$ cat src/rtl/cpu_state_pkg.sv
package cpu_state_pkg;
  localparam int FLAG_W = 11;
  localparam int FB_C = 0;
  localparam int FB_D = 1;
  localparam int FB_Z = 2;
  localparam int FB_S = 3;
  localparam int FB_B = 4;
  localparam int FB_O = 5;
  localparam int FB_I = 6;
  localparam int FB_U = 7;
  localparam logic [FLAG_W-1:0] FLAG_WMASK = 11'h0FD;

  typedef logic [FLAG_W-1:0] flags_t;

  // Replace the four condition bits with an ALU outcome.
  function automatic flags_t apply_alu(flags_t f, logic is_zero, logic is_neg,
                                       logic carry, logic ovf);
    flags_t n;
    n       = f;
    n[FB_C] = carry;
    n[FB_Z] = is_zero;
    n[FB_S] = is_neg;
    n[FB_O] = ovf;
    return n;
  endfunction

  // Effect of an interrupt acknowledge: masked, interrupt stack.
  function automatic flags_t ack_clear(flags_t f);
    flags_t n;
    n       = f;
    n[FB_I] = 1'b0;
    n[FB_U] = 1'b0;
    return n;
  endfunction
endpackage

$ cat src/rtl/cpu_flag_reg.sv
module cpu_flag_reg
  import cpu_state_pkg::*;
#(
  parameter int DATA_W = 16
) (
  input  logic              clk,
  input  logic              rst_n,
  input  logic              alu_take,
  input  logic              result_zero,
  input  logic              result_neg,
  input  logic              alu_carry,
  input  logic              alu_ovf,
  input  logic              flag_wr_en,
  input  logic [FLAG_W-1:0] flag_wr_data,
  input  logic              ack_evt,
  output logic [FLAG_W-1:0] flags_q,
  output logic [FLAG_W-1:0] save_q
);
  flags_t after_alu;
  flags_t after_wr;
  flags_t flags_d;

  always_comb begin
    after_alu = alu_take ? apply_alu(flags_q, result_zero, result_neg, alu_carry, alu_ovf)
                         : flags_q;
    after_wr  = flag_wr_en ? flag_wr_data : after_alu;
    flags_d   = (ack_evt ? ack_clear(after_wr) : after_wr) & FLAG_WMASK;
  end

  always_ff @(posedge clk or negedge rst_n) begin
    if (!rst_n) begin
      flags_q <= '0;
      save_q  <= '0;
    end else begin
      flags_q <= flags_d;
      if (ack_evt) save_q <= flags_q;
    end
  end
endmodule

$ cat src/rtl/cpu_reg_bank.sv
module cpu_reg_bank #(
  parameter int DATA_W  = 16,
  parameter int NUM_GPR = 4,
  localparam int NREG   = NUM_GPR + 2,
  localparam int IDX_W  = $clog2(NREG)
) (
  input  logic                clk,
  input  logic                rst_n,
  input  logic                wr_en,
  input  logic [IDX_W-1:0]    wr_idx,
  input  logic [DATA_W-1:0]   wr_data,
  input  logic                pair_wr_en,
  input  logic [2*DATA_W-1:0] pair_wr_data,
  input  logic [IDX_W-1:0]    rd_idx,
  output logic [DATA_W-1:0]   rd_data,
  output logic [2*DATA_W-1:0] pair_rd_data
);
  localparam int LO_IDX = NUM_GPR;
  localparam int HI_IDX = NUM_GPR + 1;

  logic [DATA_W-1:0] regs_q [NREG];

  for (genvar i = 0; i < NREG; i++) begin : g_reg
    always_ff @(posedge clk or negedge rst_n) begin
      if (!rst_n)                         regs_q[i] <= '0;
      else if (pair_wr_en && i == LO_IDX) regs_q[i] <= pair_wr_data[DATA_W-1:0];
      else if (pair_wr_en && i == HI_IDX) regs_q[i] <= pair_wr_data[2*DATA_W-1:DATA_W];
      else if (wr_en && wr_idx == IDX_W'(i)) regs_q[i] <= wr_data;
    end
  end

  always_comb begin
    rd_data = '0;
    for (int i = 0; i < NREG; i++)
      if (rd_idx == IDX_W'(i)) rd_data = regs_q[i];
  end

  assign pair_rd_data = {regs_q[HI_IDX], regs_q[LO_IDX]};
endmodule

$ cat src/rtl/cpu_stack_ptrs.sv
module cpu_stack_ptrs #(
  parameter int DATA_W = 16
) (
  input  logic              clk,
  input  logic              rst_n,
  input  logic              sel_user,
  input  logic              wr_en,
  input  logic [DATA_W-1:0] wr_data,
  output logic [DATA_W-1:0] sp_out
);
  logic [DATA_W-1:0] usp_q;
  logic [DATA_W-1:0] isp_q;

  always_ff @(posedge clk or negedge rst_n) begin
    if (!rst_n) begin
      usp_q <= '0;
      isp_q <= '0;
    end else if (wr_en) begin
      if (sel_user) usp_q <= wr_data;
      else          isp_q <= wr_data;
    end
  end

  assign sp_out = sel_user ? usp_q : isp_q;
endmodule

$ cat src/rtl/cpu_state_unit.sv
module cpu_state_unit
  import cpu_state_pkg::*;
#(
  parameter int DATA_W  = 16,
  parameter int NUM_GPR = 4,
  localparam int NREG   = NUM_GPR + 2,
  localparam int IDX_W  = $clog2(NREG)
) (
  input  logic                clk,
  input  logic                rst_n,
  input  logic                alu_upd,
  input  logic [DATA_W-1:0]   alu_result,
  input  logic                alu_carry,
  input  logic                alu_ovf,
  input  logic                flag_wr_en,
  input  logic [FLAG_W-1:0]   flag_wr_data,
  input  logic                int_ack,
  input  logic                wr_en,
  input  logic [IDX_W-1:0]    wr_idx,
  input  logic [DATA_W-1:0]   wr_data,
  input  logic                pair_wr_en,
  input  logic [2*DATA_W-1:0] pair_wr_data,
  input  logic [IDX_W-1:0]    rd_idx,
  input  logic                sp_wr_en,
  input  logic [DATA_W-1:0]   sp_wr_data,
  output logic [DATA_W-1:0]   rd_data,
  output logic [2*DATA_W-1:0] pair_rd_data,
  output logic [FLAG_W-1:0]   flags,
  output logic [FLAG_W-1:0]   flag_save,
  output logic [DATA_W-1:0]   sp_out
);
  // Named internal events, used by the bound checker.
  logic ack_evt;
  logic alu_take;
  logic result_zero;
  logic result_neg;
  logic bank_sel;

  assign ack_evt     = int_ack;
  assign alu_take    = alu_upd & ~flag_wr_en;
  assign result_zero = (alu_result == '0);
  assign result_neg  = alu_result[DATA_W-1];
  assign bank_sel    = flags[FB_B];

  cpu_flag_reg #(.DATA_W(DATA_W)) flag_i (
    .clk, .rst_n, .alu_take, .result_zero, .result_neg,
    .alu_carry, .alu_ovf, .flag_wr_en, .flag_wr_data, .ack_evt,
    .flags_q(flags), .save_q(flag_save)
  );

  logic [DATA_W-1:0]   bank_rd   [2];
  logic [2*DATA_W-1:0] bank_pair [2];

  for (genvar g = 0; g < 2; g++) begin : g_bank
    logic hit;
    assign hit = (bank_sel == 1'(g));
    cpu_reg_bank #(.DATA_W(DATA_W), .NUM_GPR(NUM_GPR)) bank_i (
      .clk, .rst_n,
      .wr_en(wr_en & hit), .wr_idx, .wr_data,
      .pair_wr_en(pair_wr_en & hit), .pair_wr_data,
      .rd_idx, .rd_data(bank_rd[g]), .pair_rd_data(bank_pair[g])
    );
  end

  assign rd_data      = bank_rd[bank_sel];
  assign pair_rd_data = bank_pair[bank_sel];

  cpu_stack_ptrs #(.DATA_W(DATA_W)) sp_i (
    .clk, .rst_n, .sel_user(flags[FB_U]),
    .wr_en(sp_wr_en), .wr_data(sp_wr_data), .sp_out
  );
endmodule

$ cat config.mk
export PLATFORM = sky130hd
export DESIGN_NAME = cpu_state_unit
export DESIGN_NICKNAME = d
export VERILOG_FILES = /design/src/rtl/cpu_state_pkg.sv /design/src/rtl/cpu_flag_reg.sv /design/src/rtl/cpu_reg_bank.sv /design/src/rtl/cpu_stack_ptrs.sv /design/src/rtl/cpu_state_unit.sv
export SDC_FILE = /design/constraint.sdc
export NUM_CORES = 1
export LEC_CHECK = 0
export BUFFER_PORTS_ARGS = -buffer_cell sky130_fd_sc_hd__buf_2
export CAP_MARGIN = 25
export CORE_UTILIZATION = 40
export CTS_CLUSTER_DIAMETER = 30
export DETAILED_ROUTE_END_ITERATION = 12
export GPL_TIMING_DRIVEN = 0
export HOLD_SLACK_MARGIN = 0.03
export PLACE_DENSITY = 0.67
export REMOVE_ABC_BUFFERS = 1
export SETUP_SLACK_MARGIN = 0.1
export SYNTH_ARGS = -nofsm -noshare
export SYNTH_HDL_FRONTEND = slang
export SYNTH_SLANG_ARGS = --single-unit
$ cat constraint.sdc
create_clock -name clk -period 2.5 [get_ports clk]
set_input_delay 0.5 -clock clk [delete_from_list [all_inputs] [get_ports clk]]
set_output_delay 0.5 -clock clk [all_outputs]
set_load 0.02 [all_outputs]
==> out/results.md, run 1 <==
Synth
- **post-synthesis async set-or-reset flop share** 100.0%
- **post-synthesis register bit count** 238
- **cell types occupying the most area after synthesis** sky130_fd_sc_hd__dfrtp_1 51%, sky130_fd_sc_hd__mux2_2 21%, sky130_fd_sc_hd__mux2i_1 8.6%
- **proportion of netlist area held by the largest area contributor** 51.39%
- **Syn Area/Cell** 12.99 um^2
- **number of warnings printed during yosys synthesis** 0
- **cell with the most instances after synthesis** sky130_fd_sc_hd__dfrtp_1
- **Cell variety after synth** 36
- **number of flops mapped to enable cells by yosys** 0
- **leading area contributor after synthesis** sky130_fd_sc_hd__dfrtp_1
- **register area share after synthesis** 51.39%
- **most common library cells after synthesis** 238 x sky130_fd_sc_hd__dfrtp_1, 215 x sky130_fd_sc_hd__mux2_2, 100 x sky130_fd_sc_hd__mux2i_1
- **synthesized netlist cell count** 892
- **cell area after synthesis** 0.01159 mm^2
- **predominant post-synthesis flop cell** sky130_fd_sc_hd__dfrtp_1

Layout
- **area growth from synthesis to layout** 36.95%
- **Final Instance Count excl. Fillers** 1522
- **fraction of final layout cells sized beyond drive strength 1** 55.69%
- **count of nets after finishing** 1202
- **final cell utilization of the core** 56.35%
- **filler cell count** 2234

Detailed routing
- **DRC violation count after routing** 0
- **Initial DRC Count** 304
- **vias after detailed routing** 8100
- **wire length per cell after detailed routing** 20.81 um
- **Final Routed Wirelength** 31670 um
- **number of detailed-routing iterations run before antenna repair** 4
- **routed via count divided by cell count** 5.322
- **Antenna Nets Post-Route** 0

Run status
- **result of the run** finished, violations left
- **violations in the final reports** setup timing

Power and ir drop
- **highest ir drop seen on vdd** 566.3 uV
- **design internal power** 11.86 mW
- **switching part of the total** 26.16%
- **combinational cell fraction of total power** 19.4%
- **switching power** 4.202 mW
- **Leakage** 7.244 nW
- **part of the total power dissipated in the clock network** 48.4%
- **power density over the cells** 1012 mW/mm^2
- **power share of the sequential group** 32.2%

Floorplanning
- **placement row count** 61
- **area inside the core boundary** 0.02816 mm^2
- **Total Die Area** 0.02966 mm^2
- **Initial Utilization** 41.15%
- **number of top-level pins** 193
- **die width** 172.2 um
- **height of the die** 172.2 um

Placed design
- **count of buffers inserted at the top-level ports** 180
- **worst-case setup slack after placement** -899.8 ps
- **total half-perimeter wirelength after legalization and detailed placement** 18080 um
- **placed insts** 1389
- **routability cong.** 0.7288

CTS
- **clk sinks** 238
- **TritonCTS buffer count** 58
- **clock slew seen by the registers of the worst setup and hold paths** 50 ps
- **Worst-Skew Late Latency** 560 ps
- **clock tree from TritonCTS** built
- **H-tree depth reported by CTS** 2
- **maximum buffer depth of the clock tree** 3
- **root buffer cell** sky130_fd_sc_hd__clkbuf_16

Critical path
- **slack of the worst reg-to-reg path** 90 ps
- **Cell Chain, Critical Path** buf_12 -> buf_12 -> mux2_2 -> o21ai_0 -> o221a_4 -> a2bb2oi_4 -> buf_6
- **most used cell, CP** sky130_fd_sc_hd__buf_12
- **required time at the endpoint of the critical path** 2000 ps
- **number of buffer and inverter stages on the critical path** 3
- **startpoint class of the critical path** register
- **worst-path cell with the longest stage delay** sky130_fd_sc_hd__dfrtp_4
- **category of the critical setup timing path** reg -> out
- **worst stage delay on the critical path** 490 ps
- **Critical Path End Type** output pin
- **Crit path max-delay family** compound AO/OA/AOI/OAI gates
- **arrival time at the worst endpoint** 2290 ps
- **crit path max fanout** 14

STA
- **setup repair after global routing missed its margin** true
- **Period minus WS final** 2789 ps
- **worst clock skew on the final layout** 13.11 ps
- **slack of the critical path** -288.6 ps
- **hold violation total from the final report** 0
- **number of setup violations in the final report** 23
- **count of final max-slew check failures** 0
- **relative slew slack** 50.91%
- **post-route clock period utilization** 111.5%
- **transition time at the pin with the least slew margin** 734.8 ps
- **Fmax** 358.6 MHz
- **worst-case hold slack** 158.8 ps

Global routing
- **global router's overall resource usage** 21.37%
- **number of antenna violations at the first check in global routing** 6
- **largest net degree at the start of global routing** 119
- **global-route congestion overflow total** 0
- **first-pass GRT wire length** 47960 um
- **number of global-route vias before repair** 8621

Hold path
- **worst hold path type** in -> reg

Flow run
- **maxcap violations** 0

-- worst reg2reg max path: cells and delay by family, from the launching register on --
kind,cells,cell delay (ps)
flops,1,490
compound gates,1,160
buf+inv,8,1250
simple gates,1,400
-- logic make-up (layout without fill, tap and decap cells) --
| kind of cell | Yosys count | in the layout | synth area share, % |
|---|---|---|---|
| flip-flops | 238 | 238 | 51.39 |
| AND/OR/NAND/NOR | 123 | 126 | 5.507 |
| multiplexers | 334 | 334 | 33.12 |
| other | 1 | 10 | 0.03236 |
| AO/OA/AOI/OAI | 115 | 115 | 6.262 |
| buffers and inverters | 81 | 321 | 3.682 |
-- metal layers --
metal	routed length, um	GRT usage, %
met5	44	0
met4	928	8.080
met3	2045	5.722
met2	15430	35.75
met1	13220	26.33
-- registers in the layout, indices dropped and copies added, names as in the netlist --
signal / flops
g_bank.bank_i.pair_rd_data: 64
sp_i.isp_q: 16
flag_i.flags_q: 7
sp_i.usp_q: 16
flag_i.save_q: 7
g_bank.bank_i.regs_q: 128
-- final cells by class --
| class | count | area, um^2 | area share [%] |
|---|---|---|---|
| Sequential cell | 238 | 5961 | 37.56 |
| Inverter | 1 | 3.754 | 0.02365 |
| Tap cell | 378 | 473.0 | 2.980 |
| Clock inverter | 32 | 431.7 | 2.720 |
| Multi-Input combinational cell | 583 | 5777 | 36.40 |
| Antenna cell | 2 | 5.005 | 0.03154 |
| Timing Repair Buffer | 213 | 1584 | 9.981 |
| Clock buffer | 75 | 1635 | 10.30 |
-- cell usage in the layout (no fill, tap or decap), types with 8 or more instances in the layout --
| cell | netlist | layout |
|---|---|---|
| sky130_fd_sc_hd__dfrtp_1 | 238 | 236 |
| sky130_fd_sc_hd__o221a_4 | 0 | 9 |
| sky130_fd_sc_hd__buf_4 | 20 | 10 |
| sky130_fd_sc_hd__clkinv_2 | 0 | 9 |
| sky130_fd_sc_hd__o21ai_1 | 18 | 25 |
| sky130_fd_sc_hd__clkinvlp_4 | 0 | 11 |
| sky130_fd_sc_hd__buf_6 | 4 | 32 |
| sky130_fd_sc_hd__buf_2 | 14 | 151 |
| sky130_fd_sc_hd__a2bb2oi_2 | 0 | 11 |
| sky130_fd_sc_hd__nand2_1 | 89 | 71 |
| sky130_fd_sc_hd__mux2_4 | 0 | 21 |
| sky130_fd_sc_hd__clkbuf_16 | 0 | 58 |
| sky130_fd_sc_hd__mux2_2 | 215 | 194 |
| sky130_fd_sc_hd__o21ai_2 | 0 | 18 |
| sky130_fd_sc_hd__o21ai_0 | 65 | 40 |
| sky130_fd_sc_hd__clkbuf_8 | 0 | 12 |
| sky130_fd_sc_hd__conb_1 | 1 | 8 |
| sky130_fd_sc_hd__nand2_4 | 0 | 14 |
| sky130_fd_sc_hd__bufinv_16 | 0 | 9 |
| sky130_fd_sc_hd__mux4_2 | 18 | 18 |
| sky130_fd_sc_hd__mux2i_1 | 100 | 100 |
-- power by group through the flow --
stage	Clock (mW)	Combinational, mW	Sequential [mW]
floorplan	0	1.77	5.12
global placement	0	2.49	5.20
detailed placement	0	2.60	5.22
CTS	7.88	2.95	5.17
global route	8.09	3.35	5.29
finish	7.77	3.12	5.18
-- repair_timing --
item                                    in CTS  in global routing
cloned                                       2                  2
pin swaps                                   16                 16
endpoints found under the setup margin     139                 88
gates resized for setup                    112                 93
endpoints found under the hold margin       38                  0
hold buffers                                 1                  0
setup buffers                               13                  8
-- metrics by stage --
step                      setup TNS [ps]  total power [mW]  area (um^2)
after floorplan                   -88260             6.896        11190
after global placement          -1186940             7.690        12570
after detailed placement          -20170             7.818        12850
after CTS                          -4959             16.01        15510
after global routing               -5812             16.73        15870
final                              -4619             16.06        15870
-- final timing paths --
check	from	to	cells after the start
setup / recovery	flag_i.flags_q[4]	rd_data[4]	7
min in group asynchronous	rst_n	g_bank[1].bank_i.pair_rd_data[28]	2
setup reg to reg	flag_i.flags_q[4]	g_bank[0].bank_i.pair_rd_data[30]	10
hold / removal	flag_wr_data[5]	flag_i.flags_q[5]	3
max in group asynchronous	rst_n	flag_i.flags_q[7]	4
hold reg to reg	sp_i.usp_q[2]	sp_i.usp_q[2]	1
No activity file was read; power rests on OpenSTA's default activity.
==> run 2, diff against run 1 <==
--- a/config.mk
+++ b/config.mk
@@ -5,6 +5,7 @@
 export SDC_FILE = /design/constraint.sdc
 export NUM_CORES = 1
 export LEC_CHECK = 0
+export ABC_AREA = 1
 export BUFFER_PORTS_ARGS = -buffer_cell sky130_fd_sc_hd__buf_2
 export CAP_MARGIN = 25
 export CORE_UTILIZATION = 40
==> out/results.md, run 2 <==
Floorplanning
- **height of the die** 172.6 um, +0.20%
- **placement row count** 62, +1.6%
- **number of top-level pins** 193, unchanged
- **die width** 172.6 um, +0.20%
- **Initial Utilization** 40.65%, -0.50 points
- **Total Die Area** 0.02977 mm^2, +0.40%
- **area inside the core boundary** 0.02863 mm^2, +1.6%

Global routing
- **number of antenna violations at the first check in global routing** 5, -1
- **global-route congestion overflow total** 0, unchanged
- **first-pass GRT wire length** 57330 um, +20%
- **global router's overall resource usage** 24.15%, +2.8 points
- **number of global-route vias before repair** 10.84k, +26%
- **largest net degree at the start of global routing** 120, +0.84%

Layout
- **final antenna diode count** 0, -2
- **leading cell types in the layout, fill and taps excluded** 729 x sky130_fd_sc_hd__nand2_1, 236 x sky130_fd_sc_hd__dfrtp_1, 176 x sky130_fd_sc_hd__buf_2
- **fraction of final layout cells sized beyond drive strength 1** 18.48%, -37 points
- **multi-input logic area** 0.005065 mm^2, -12%
- **Reg with most FFs** g_bank.bank_i.regs_q
- **final cell utilization of the core** 53.46%, -2.9 points
- **sequential cell area** 0.005961 mm^2, unchanged
- **most common cell after layout, fill and taps aside** sky130_fd_sc_hd__nand2_1
- **number of flip-flops in the largest register** 128, unchanged
- **filler cell count** 2625, +18%
- **count of nets after finishing** 1884, +57%
- **area growth from synthesis to layout** 31.52%

Detailed routing
- **vias after detailed routing** 11.38k, +41%
- **Initial DRC Count** 1085, +260%
- **DRC violation count after routing** 0, unchanged
- **Final Routed Wirelength** 35960 um, +14%
- **Antenna Nets Post-Route** 0, unchanged
- **routed via count divided by cell count** 5.168, -2.9%
- **wire length per cell after detailed routing** 16.33 um, -22%
- **number of detailed-routing iterations run before antenna repair** 7, +3

Critical path
- **slack of the worst reg-to-reg path** 150 ps, +60 ps
- **worst stage delay on the critical path** 510 ps, +20 ps
- **reg-to-reg startpoint** flag_i.flags_q[4]
- **startpoint class of the critical path** register
- **crit path max fanout** 51, +37
- **category of the critical setup timing path** reg -> reg
- **r2r endpoint** g_bank[0].bank_i.pair_rd_data[27]
- **Crit path max-delay family** simple AND/OR/NAND/NOR gates
- **Critical Path End Type** register
- **arrival time at the worst endpoint** 2770 ps, +480 ps
- **worst r2r path cells** 9, -1
- **required time at the endpoint of the critical path** 2920 ps, +920 ps
- **number of buffer and inverter stages on the critical path** 4, +1
- **Cell Chain, Critical Path** buf_12 -> inv_16 -> nand2_2 -> nor2_2 -> buf_8 -> nor2_2 -> buf_8 -> nand2_1 -> nand3_1
- **worst-path cell with the longest stage delay** sky130_fd_sc_hd__nor2_2

CTS
- **TritonCTS buffer count** 53, -8.6%
- **clk sinks** 238, unchanged
- **H-tree depth reported by CTS** 2, unchanged
- **Worst-Skew Late Latency** 550 ps, about the same
- **clock tree from TritonCTS** built
- **clock slew seen by the registers of the worst setup and hold paths** 40 ps, about the same
- **maximum buffer depth of the clock tree** 3, unchanged
- **root buffer cell** sky130_fd_sc_hd__clkbuf_16

Synth
- **number of warnings printed during yosys synthesis** 0, unchanged
- **register area share after synthesis** 51.19%, -0.20 points
- **Cell variety after synth** 24, -33%
- **cell types occupying the most area after synthesis** sky130_fd_sc_hd__dfrtp_1 51%, sky130_fd_sc_hd__nand2_1 24%, sky130_fd_sc_hd__o21ai_0 7.5%
- **predominant post-synthesis flop cell** sky130_fd_sc_hd__dfrtp_1
- **cell with the most instances after synthesis** sky130_fd_sc_hd__nand2_1
- **cell area after synthesis** 0.01163 mm^2, +0.40%
- **number of flops mapped to enable cells by yosys** 0, unchanged
- **synthesized netlist cell count** 1590, +78%
- **post-synthesis register bit count** 238, unchanged
- **most common library cells after synthesis** 731 x sky130_fd_sc_hd__nand2_1, 238 x sky130_fd_sc_hd__dfrtp_1, 175 x sky130_fd_sc_hd__o21ai_0
- **post-synthesis async set-or-reset flop share** 100.0%, unchanged
- **proportion of netlist area held by the largest area contributor** 51.19%, -0.20 points
- **Syn Area/Cell** 7.318 um^2, -44%
- **leading area contributor after synthesis** sky130_fd_sc_hd__dfrtp_1

Power and ir drop
- **Leakage** 7.868 nW, +8.6%
- **highest ir drop seen on vdd** 550.2 uV, -2.8%
- **post-layout total power** 14.57 mW, -9.3%
- **power density over the cells** 951.8 mW/mm^2, -6.0%

Run status
- **result of the run** finished clean

STA
- **transition time at the pin with the least slew margin** 980.9 ps, +246.1 ps
- **slack of the critical path** 150.1 ps, +438.8 ps
- **worst clock skew on the final layout** 19.48 ps, +6.377 ps
- **hold violation total from the final report** 0, unchanged
- **Fmax** 425.6 MHz, +19%
- **worst-case hold slack** 181.5 ps, +22.69 ps
- **relative slew slack** 34.53%, -16 points
- **post-route clock period utilization** 93.99%, -18 points
- **setup repair after global routing missed its margin** false
- **Period minus WS final** 2350 ps, -438.8 ps
- **number of setup violations in the final report** 0, -100%
- **count of final max-slew check failures** 0, unchanged

Flow run
- **maxcap violations** 0, unchanged

Placed design
- **count of buffers inserted at the top-level ports** 180, unchanged
- **total half-perimeter wirelength after legalization and detailed placement** 22770 um, +26%
- **routability cong.** 0.7902, +8.4%
- **worst-case setup slack after placement** -1187 ps, -287.5 ps

Hold path
- **hold-critical path depth** 3, unchanged
- **worst min-delay path endpoint** flag_i.flags_q[5]
- **worst min-delay path startpoint** alu_ovf
- **worst hold path type** in -> reg

[run 2: changes by cell type after synthesis, sizes merged, moves of 90 or more]
cell   before  now
mux2      216    0
mux2i     100    0
nand2      91  732
nand3       0  123
nor2        5   95
o21ai      83  179
[run 2: worst register-to-register path, cell delays in order (launching register included)]
cell and delay, ps:
sky130_fd_sc_hd__dfrtp_4 500, sky130_fd_sc_hd__buf_12 160, sky130_fd_sc_hd__inv_16 170, sky130_fd_sc_hd__nand2_2 160
sky130_fd_sc_hd__nor2_2 510, sky130_fd_sc_hd__buf_8 240, sky130_fd_sc_hd__nor2_2 170, sky130_fd_sc_hd__buf_8 200
sky130_fd_sc_hd__nand2_1 70, sky130_fd_sc_hd__nand3_1 70
[run 2: stage by stage]
step / area [um^2] / TNS, ps / std cells
after floorplan: 11230 / -39090 / 1501
after global placement: 12610 / -1191500 / 2065
after detailed placement: 13090 / -56280 / 2087
after CTS: 15180 / 0 / 2198
after global routing: 15300 / 0 / 2202
final: 15300 / 0 / 2202
[run 2: cell families (layout without fill, tap and decap cells)]
family,count (synthesis),in the layout,share of synthesized area (%)
AOI/OAI and AO/OA,182,182,7.893
buffers and inverters,178,397,6.356
DFF,238,238,51.19
other,1,8,0.03223
and+or+nand+nor,991,993,34.53
[run 2: how the worst max path moves through the flow]
stage | startpoint | to | cells past startpoint
floorplan | flag_i.flags_q[4] | g_bank[0].bank_i.regs_q[80] | 5
global route | rd_idx[0] | rd_data[6] | 10
global placement | rst_n | g_bank[1].bank_i.pair_rd_data[10] | 1
CTS | rd_idx[1] | rd_data[13] | 9
finish | flag_i.flags_q[4] | g_bank[0].bank_i.pair_rd_data[27] | 9
detailed placement | rd_idx[2] | rd_data[13] | 11
[run 2: repair_timing]
item,CTS,global route
endpoints found under the hold margin,55,0
gates cloned,1,1
buffers inserted,13,2
resized for setup,25,17
hold buffers,1,0
pin swaps,7,2
setup endpoints to repair,199,32
[run 2: routing by layer]
metal	up-vias	track usage, %	routed length [um]
li1	5429	-	-
met1	5327	30.11	14450
met2	519	40.05	17030
met3	98	6.420	3341
met4	8	9.115	1082
met5	-	0	49
[run 2: final cells by class]
type                            count  share of cell area (%)
Clock inverter                     25                   2.330
Clock buffer                       71                   9.902
Tap cell                          384                   3.140
Multi-Input combinational cell   1183                   33.10
Sequential cell                   238                   38.95
Timing Repair Buffer              219                   10.21
Inverter                           82                   2.363
[run 2: power breakdown]
part	leakage (nW)	total, mW	switching [mW]	internal, mW
registers	2.99	5.12	0.476	4.64
logic	3.98	2.28	1.46	0.815
clock network	0.898	7.17	2.15	5.02
